$ cat src/rtl/spec_shadow_pkg.sv
package spec_shadow_pkg;

  typedef enum logic {
    MODE_ARCH = 1'b0,
    MODE_SPEC = 1'b1
  } mode_e;

  // decision to start running down a wrong path
  function automatic logic enter_ok(input logic dec_valid,
                                    input logic npc_differs,
                                    input logic redirected,
                                    input logic in_spec);
    return dec_valid && npc_differs && !redirected && !in_spec;
  endfunction

  // copy selection for a read: shadow when the map bit is set
  function automatic logic use_shadow(input logic map_bit);
    return map_bit;
  endfunction

endpackage

$ cat src/rtl/srf_bank.sv
module srf_bank #(
  parameter int NREG = 8,
  parameter int DW   = 16,
  localparam int IW  = $clog2(NREG)
) (
  input  logic          clk_i,
  input  logic          rst_ni,
  input  logic          we_i,
  input  logic [IW-1:0] widx_i,
  input  logic [DW-1:0] wdata_i,
  input  logic [IW-1:0] ra_idx_i,
  input  logic [IW-1:0] rb_idx_i,
  output logic [DW-1:0] ra_data_o,
  output logic [DW-1:0] rb_data_o
);

  logic [DW-1:0] cell_q [NREG];

  for (genvar g = 0; g < NREG; g++) begin : g_cell
    logic hit;
    assign hit = we_i && (widx_i == IW'(g));
    always_ff @(posedge clk_i or negedge rst_ni) begin
      if (!rst_ni)  cell_q[g] <= '0;
      else if (hit) cell_q[g] <= wdata_i;
    end
  end

  assign ra_data_o = cell_q[ra_idx_i];
  assign rb_data_o = cell_q[rb_idx_i];

endmodule

$ cat src/rtl/srf_valid_map.sv
module srf_valid_map #(
  parameter int NREG = 8,
  localparam int IW  = $clog2(NREG)
) (
  input  logic            clk_i,
  input  logic            rst_ni,
  input  logic            set_i,
  input  logic [IW-1:0]   set_idx_i,
  input  logic            clear_i,
  output logic [NREG-1:0] map_o
);

  logic [NREG-1:0] map_q;
  logic [NREG-1:0] set_vec;

  for (genvar g = 0; g < NREG; g++) begin : g_dec
    assign set_vec[g] = set_i && (set_idx_i == IW'(g));
  end

  // clear wins over a set in the same cycle
  always_ff @(posedge clk_i or negedge rst_ni) begin
    if (!rst_ni)      map_q <= '0;
    else if (clear_i) map_q <= '0;
    else              map_q <= map_q | set_vec;
  end

  assign map_o = map_q;

endmodule

$ cat src/rtl/srf_mode_ctl.sv
module srf_mode_ctl
  import spec_shadow_pkg::*;
#(
  parameter int PCW = 16
) (
  input  logic           clk_i,
  input  logic           rst_ni,
  input  logic           dec_valid_i,
  input  logic [PCW-1:0] pred_npc_i,
  input  logic [PCW-1:0] calc_npc_i,
  input  logic           fetch_redir_i,
  input  logic           recover_i,
  output logic           spec_o,
  output logic           enter_evt_o,
  output logic           exit_evt_o,
  output logic           restart_valid_o,
  output logic [PCW-1:0] restart_pc_o
);

  mode_e          mode_q;
  logic [PCW-1:0] rpc_q;
  logic           rvalid_q;
  logic           in_spec;

  assign in_spec     = (mode_q == MODE_SPEC);
  assign enter_evt_o = enter_ok(dec_valid_i, pred_npc_i != calc_npc_i,
                                fetch_redir_i, in_spec);
  assign exit_evt_o  = recover_i && in_spec;

  always_ff @(posedge clk_i or negedge rst_ni) begin
    if (!rst_ni) begin
      mode_q   <= MODE_ARCH;
      rpc_q    <= '0;
      rvalid_q <= 1'b0;
    end else begin
      rvalid_q <= exit_evt_o;
      if (exit_evt_o) begin
        mode_q <= MODE_ARCH;
      end else if (enter_evt_o) begin
        mode_q <= MODE_SPEC;
        rpc_q  <= calc_npc_i;
      end
    end
  end

  assign spec_o          = in_spec;
  assign restart_valid_o = rvalid_q;
  assign restart_pc_o    = rpc_q;

endmodule

$ cat src/rtl/spec_shadow_rf.sv
module spec_shadow_rf
  import spec_shadow_pkg::*;
#(
  parameter int NREG = 8,
  parameter int DW   = 16,
  parameter int PCW  = 16,
  localparam int IW  = $clog2(NREG)
) (
  input  logic           clk_i,
  input  logic           rst_ni,
  input  logic [IW-1:0]  rd_a_idx_i,
  output logic [DW-1:0]  rd_a_data_o,
  input  logic [IW-1:0]  rd_b_idx_i,
  output logic [DW-1:0]  rd_b_data_o,
  input  logic           wr_en_i,
  input  logic [IW-1:0]  wr_idx_i,
  input  logic [DW-1:0]  wr_data_i,
  input  logic           dec_valid_i,
  input  logic [PCW-1:0] pred_npc_i,
  input  logic [PCW-1:0] calc_npc_i,
  input  logic           fetch_redir_i,
  input  logic           recover_i,
  output logic           spec_mode_o,
  output logic           restart_valid_o,
  output logic [PCW-1:0] restart_pc_o
);

  // internal events, named for the checker
  logic            arch_we;
  logic            shad_we;
  logic            enter_evt;
  logic            exit_evt;
  logic [NREG-1:0] valid_map;
  logic [DW-1:0]   arch_a, arch_b, shad_a, shad_b;

  srf_mode_ctl #(.PCW(PCW)) u_ctl (
    .clk_i          (clk_i),
    .rst_ni         (rst_ni),
    .dec_valid_i    (dec_valid_i),
    .pred_npc_i     (pred_npc_i),
    .calc_npc_i     (calc_npc_i),
    .fetch_redir_i  (fetch_redir_i),
    .recover_i      (recover_i),
    .spec_o         (spec_mode_o),
    .enter_evt_o    (enter_evt),
    .exit_evt_o     (exit_evt),
    .restart_valid_o(restart_valid_o),
    .restart_pc_o   (restart_pc_o)
  );

  assign arch_we = wr_en_i && !spec_mode_o;
  assign shad_we = wr_en_i &&  spec_mode_o;

  srf_bank #(.NREG(NREG), .DW(DW)) u_arch (
    .clk_i    (clk_i),
    .rst_ni   (rst_ni),
    .we_i     (arch_we),
    .widx_i   (wr_idx_i),
    .wdata_i  (wr_data_i),
    .ra_idx_i (rd_a_idx_i),
    .rb_idx_i (rd_b_idx_i),
    .ra_data_o(arch_a),
    .rb_data_o(arch_b)
  );

  srf_bank #(.NREG(NREG), .DW(DW)) u_shadow (
    .clk_i    (clk_i),
    .rst_ni   (rst_ni),
    .we_i     (shad_we),
    .widx_i   (wr_idx_i),
    .wdata_i  (wr_data_i),
    .ra_idx_i (rd_a_idx_i),
    .rb_idx_i (rd_b_idx_i),
    .ra_data_o(shad_a),
    .rb_data_o(shad_b)
  );

  srf_valid_map #(.NREG(NREG)) u_map (
    .clk_i    (clk_i),
    .rst_ni   (rst_ni),
    .set_i    (shad_we),
    .set_idx_i(wr_idx_i),
    .clear_i  (exit_evt),
    .map_o    (valid_map)
  );

  assign rd_a_data_o = use_shadow(valid_map[rd_a_idx_i]) ? shad_a : arch_a;
  assign rd_b_data_o = use_shadow(valid_map[rd_b_idx_i]) ? shad_b : arch_b;

endmodule

$ cat config.mk
export PLATFORM = sky130hd
export DESIGN_NAME = spec_shadow_rf
export DESIGN_NICKNAME = d
export VERILOG_FILES = /design/src/rtl/spec_shadow_pkg.sv /design/src/rtl/srf_bank.sv /design/src/rtl/srf_valid_map.sv /design/src/rtl/srf_mode_ctl.sv /design/src/rtl/spec_shadow_rf.sv
export SDC_FILE = /design/constraint.sdc
export NUM_CORES = 1
export LEC_CHECK = 0
export BUFFER_PORTS_ARGS = -buffer_cell sky130_fd_sc_hd__buf_2
export CAP_MARGIN = 20
export CORE_MARGIN = 2
export CORE_UTILIZATION = 66
export DETAILED_ROUTE_END_ITERATION = 10
export GPL_TIMING_DRIVEN = 0
export PLACE_DENSITY = 0.92
export SYNTH_ARGS = -nofsm -noshare
export SYNTH_HDL_FRONTEND = slang
export SYNTH_HIERARCHICAL = 1
export SYNTH_SLANG_ARGS = --single-unit
$ cat constraint.sdc
create_clock -name clk_i -period 4.8 [get_ports clk_i]
set_input_delay 0.48 -clock clk_i [delete_from_list [all_inputs] [get_ports clk_i]]
set_output_delay 0.48 -clock clk_i [all_outputs]
set_load 0.005 [all_outputs]
== Word-level counts from Yosys, hierarchy flattened ==
Cells that the tools add are included.
Word-level totals
  output and inout port bits: 50
  logic and storage cells: 84
  input bits: 63
  register bits after elaboration: 282
Operators by class
  magnitude comparators: 4
  muxes and demuxes: 21
  reduce and logical (&&, ||, !) cells: 27
  bitwise operators: 4
  equal/unequal tests: 8
Operator list (count)
  16-bit binary-select mux with 3-bit select: 4
  16-bit two-way mux: 10
  1-bit logical AND: 22
  16-bit inequality test: 1
  3-bit == test (second input constant): 4
  4-bit greater-or-equal comparator (second input constant): 2
  3-bit by 4-bit less-than comparator with 1-bit output (second input constant): 2
  8-bit two-way mux: 1
  3-bit inverter with 4-bit output: 2
  8-bit OR: 1
  1-bit binary-select mux with 3-bit select: 2
  3-bit by 2-bit == test with 1-bit output (second input constant): 2
  1-bit two-way mux: 4
  3-bit by 1-bit == test with 1-bit output (second input constant): 1
  3-bit zero test: 1
  1-bit zero test: 2
  2-bit AND reduction: 1
  2-bit nonzero test: 1
  1-bit inverter: 1

== Logic depth before layout (Yosys ltp) ==
  depth after elaboration: 6
  mapped depth: 6
  depth with buffers taken out: 5

== Hierarchy ==
Netlist, hierarchy kept.
Modules (own cells, without submodules)
  srf_bank: cells each 393, seq. area each 3203.1 um^2, instances 2, area each 6998.0 um^2
  srf_mode_ctl: cells each 62, seq. area each 450.4 um^2, instances 1, area each 892.1 um^2
  spec_shadow_rf: cells each 50, seq. area each 0.0 um^2, instances 1, area each 654.4 um^2
  srf_valid_map: cells each 32, seq. area each 200.2 um^2, instances 1, area each 347.8 um^2

== Worst setup path after synthesis ==
OpenSTA, ideal clock, no wires.
  kind: input to output
  start: input rd_a_idx_i[0]
  end: output rd_a_data_o[10]
  path buffers: 2
  slack: 2536 ps
  stages: 5
  arrival: 1784 ps
  required time: 4320 ps
  cells stage by stage: buf_6 > buf_6 > mux4_1 > mux2_2 > mux2_4
On the way
  longest elaborated chain between the ends: 5
  elaborated cells between the ends (all ways): 10
  those cells by class: mux: 9; bitwise: 1
Ends and longest elaborated chain
  start: declaration: RTL line spec_shadow_rf.sv:11  | input logic [IW-1:0] rd_a_idx_i,
  3-bit inverter with 4-bit output (not written as such): RTL line srf_bank.sv:28  | assign ra_data_o = cell_q[ra_idx_i];
  16-bit binary-select mux with 3-bit select: RTL line srf_bank.sv:28
  16-bit two-way mux (not written as such) (2 in a row): RTL line srf_bank.sv:28
  named net shad_a[10]: RTL line spec_shadow_rf.sv:34  | logic [DW-1:0] arch_a, arch_b, shad_a, shad_b;
  16-bit two-way mux: RTL line spec_shadow_rf.sv:87  | assign rd_a_data_o = use_shadow(valid_map[rd_a_idx_i]) ? shad_a : arch_a;
  end: declaration: RTL line spec_shadow_rf.sv:12  | output logic [DW-1:0] rd_a_data_o,
The timed path passes the listed nets, and every way through them passes these cells. The select of a mux whose other input is x is not followed.

== Final worst setup path ==
  start: input rd_a_idx_i[2]
  end: output rd_a_data_o[4]
On the way
  longest elaborated chain between the ends: 5
  elaborated cells between the ends (all ways): 10
  those cells by class: mux: 9; bitwise: 1
Ends and longest elaborated chain (RTL line)
  3-bit inverter with 4-bit output (not written as such): srf_bank.sv:28
  16-bit binary-select mux with 3-bit select: srf_bank.sv:28
  16-bit two-way mux (not written as such) (2 in a row): srf_bank.sv:28
  named net arch_a[4]: spec_shadow_rf.sv:34
  16-bit two-way mux: spec_shadow_rf.sv:87
The timed path passes the listed nets, and every way through them passes these cells. The select of a mux whose other input is x is not followed.

==> impl_metrics.json <==
{
  "fin_skew_ns": 0.0123,
  "cp.arrival_ns": 2.64,
  "finalCritPeriodShare": 0.650,
  "relSlewSlack": 0.465,
  "worst_setup_path_end_kind": "output pin",
  "grt_start_max_net_pins": 104,
  "htreeDepth": 1,
  "maxCapViolCount": 0,
  "slowest_delay_ns": 0.63,
  "die_area_mm2": 0.0253,
  "p_per_area_mw_per_mm2": 446,
  "setup_viol": 0,
  "cts_buffer_depth": 3,
  "power_mw": 7.98,
  "cp_max_fo": 11,
  "synth_cells": 929,
  "rows": 56,
  "first_iter_violations": 897,
  "clk_pin_slew_ns": 0.06,
  "path_class": "in2out",
  "antenna_found_initial": 2,
  "yosysWarnings": 6,
  "rsz0062_at_grt": "no",
  "drt_pass1_iterations": 5,
  "cp_top_family": "buffers and inverters",
  "dp_hpwl_mm": 26.0,
  "finalWorstPathRequiredPeriod_ns": 3.12,
  "die_w_um": 159,
  "finalWirelength_mm": 38.9,
  "clock_latency_ns": 0.56,
  "slew_violations": 0,
  "cp_slowest_cell": "buf_1",
  "cts_tree": "yes",
  "path_cells": "buf_2 > buf_1 > mux4_1 > mux2_2 > mux2_2 > buf_2",
  "numCtsBuffers": 30,
  "die_h_um": 159,
  "drc_errors": 0,
  "syn-num-nets": 992,
  "max-vdd-ir-drop_mv": 0.308,
  "final_nets": 1137,
  "start_kind": "input pin",
  "io_buffer_count": 110,
  "final_common_cell": "mux2_2",
  "clock-sinks": 282,
  "final_util": 0.760,
  "required_ns": 4.32,
  "clock.fmax_mhz": 320,
  "via_count": 9685,
  "outcome": "finished clean",
  "drt-vias-per-instance": 6.83,
  "core-area_mm2": 0.0235,
  "grt.total_usage": 0.309,
  "wl_per_cell_um": 27.4,
  "layout_common_cells": "mux2_2 (340), dfrtp_1 (282), buf_2 (125)",
  "areaGrowthSynthToFinish_pct": 12.7,
  "cts-root-buf": "clkbuf_16",
  "syn_area_per_cell_um2": 17.1,
  "num_io_pins": 113,
  "overflow": 0,
  "grt_pass1_wl_mm": 60.2,
  "netlist_area_mm2": 0.0159,
  "crit_buf_inv": 3,
  "worstMarginPinSlew_ns": 0.803,
  "drive_above_1_share": 0.560,
  "hold_viol_final": 0,
  "hold_path_class": "in2reg",
  "place.gp.congestion": 0.872,
  "initial_core_util": 0.675,
  "grt_pass1_vias": 10300,
  "p_leak_nw": 8.24,
  "ant_nets": 0
}
## worst register-to-register path, cell delays in order, from the launching register on
cell and delay, ns:
dfrtp_1 0.41, and2_1 0.34, buf_4 0.23, nor4bb_1 0.32, buf_2 0.32, buf_4 0.28
mux2_2 0.36
## timing repair
item | in CTS | in global routing
hold endpoints to repair | 77 | 0
setup endpoints to repair | 0 | 0
hold buffers | 1 | 0
buffers inserted | 0 | 0
gates resized for setup | 0 | 0
## final timing paths
| kind | from | endpoint | slack, ns | depth (start not counted) |
|---|---|---|---|---|
| max reg2reg | u_ctl/spec_o | u_shadow/cell_q[99] | 2.42 | 6 |
| max | rd_a_idx_i[2] | rd_a_data_o[4] | 1.68 | 6 |
| min in group asynchronous | rst_ni | u_arch/cell_q[85] | 0.49 | 2 |
| max in group asynchronous | rst_ni | u_shadow/cell_q[112] | 3.39 | 3 |
| min reg2reg | u_ctl/restart_pc_o[11] | u_ctl/restart_pc_o[11] | 0.50 | 1 |
| min | recover_i | u_ctl/spec_o | 0.12 | 2 |
## state kept, by name (all words and copies together) (netlist names)
name,flops
u_map/map_o,8
u_ctl/spec_o,1
u_shadow/cell_q,128
u_arch/cell_q,128
u_ctl/restart_pc_o,16
u_ctl/restart_valid_o,1
## layer usage
| metal | share of wire | global-route usage |
|---|---|---|
| met1 | 0.40 | 0.417 |
| met2 | 0.50 | 0.518 |
| met3 | 0.064 | 0.0505 |
| met4 | 0.034 | 0.105 |
| met5 | 0 | 0 |
## cell type report
cell class / instances / area [um^2]
buffer: 74 / 566
timing repair buffer: 113 / 626
clock inverter: 12 / 110
inverter: 8 / 30.0
tap: 319 / 399
multi-input combinational: 565 / 8230
clock buffer: 43 / 871
antenna: 2 / 5.00
sequential: 282 / 7060
fill: 1308 / 5650
## stage by stage
stage / worst slack [ns] / TNS [ns] / instances / hold slack [ns] / cell area, um^2
2_1_floorplan: 2.54 / 0 / 929 / 0.184 / 15900
3_3_place_gp: -1.88 / -523.92 / 1358 / 0.484 / 16800
3_5_place_dp: 1.76 / 0 / 1360 / 0.486 / 16900
4_1_cts: 1.74 / 0 / 1416 / 0.103 / 17900
5_1_grt: 1.67 / 0 / 1416 / 0.137 / 17900
6_report: 1.68 / 0 / 1418 / 0.119 / 17900
## report_power, final
group	switching [mW]	leakage [nW]	internal, mW
combinational	0.817	4.26	1.39
clock	0.961	0.494	1.36
sequential	0.444	3.49	3.00
Note: power is estimated with default switching activity, not from simulation.
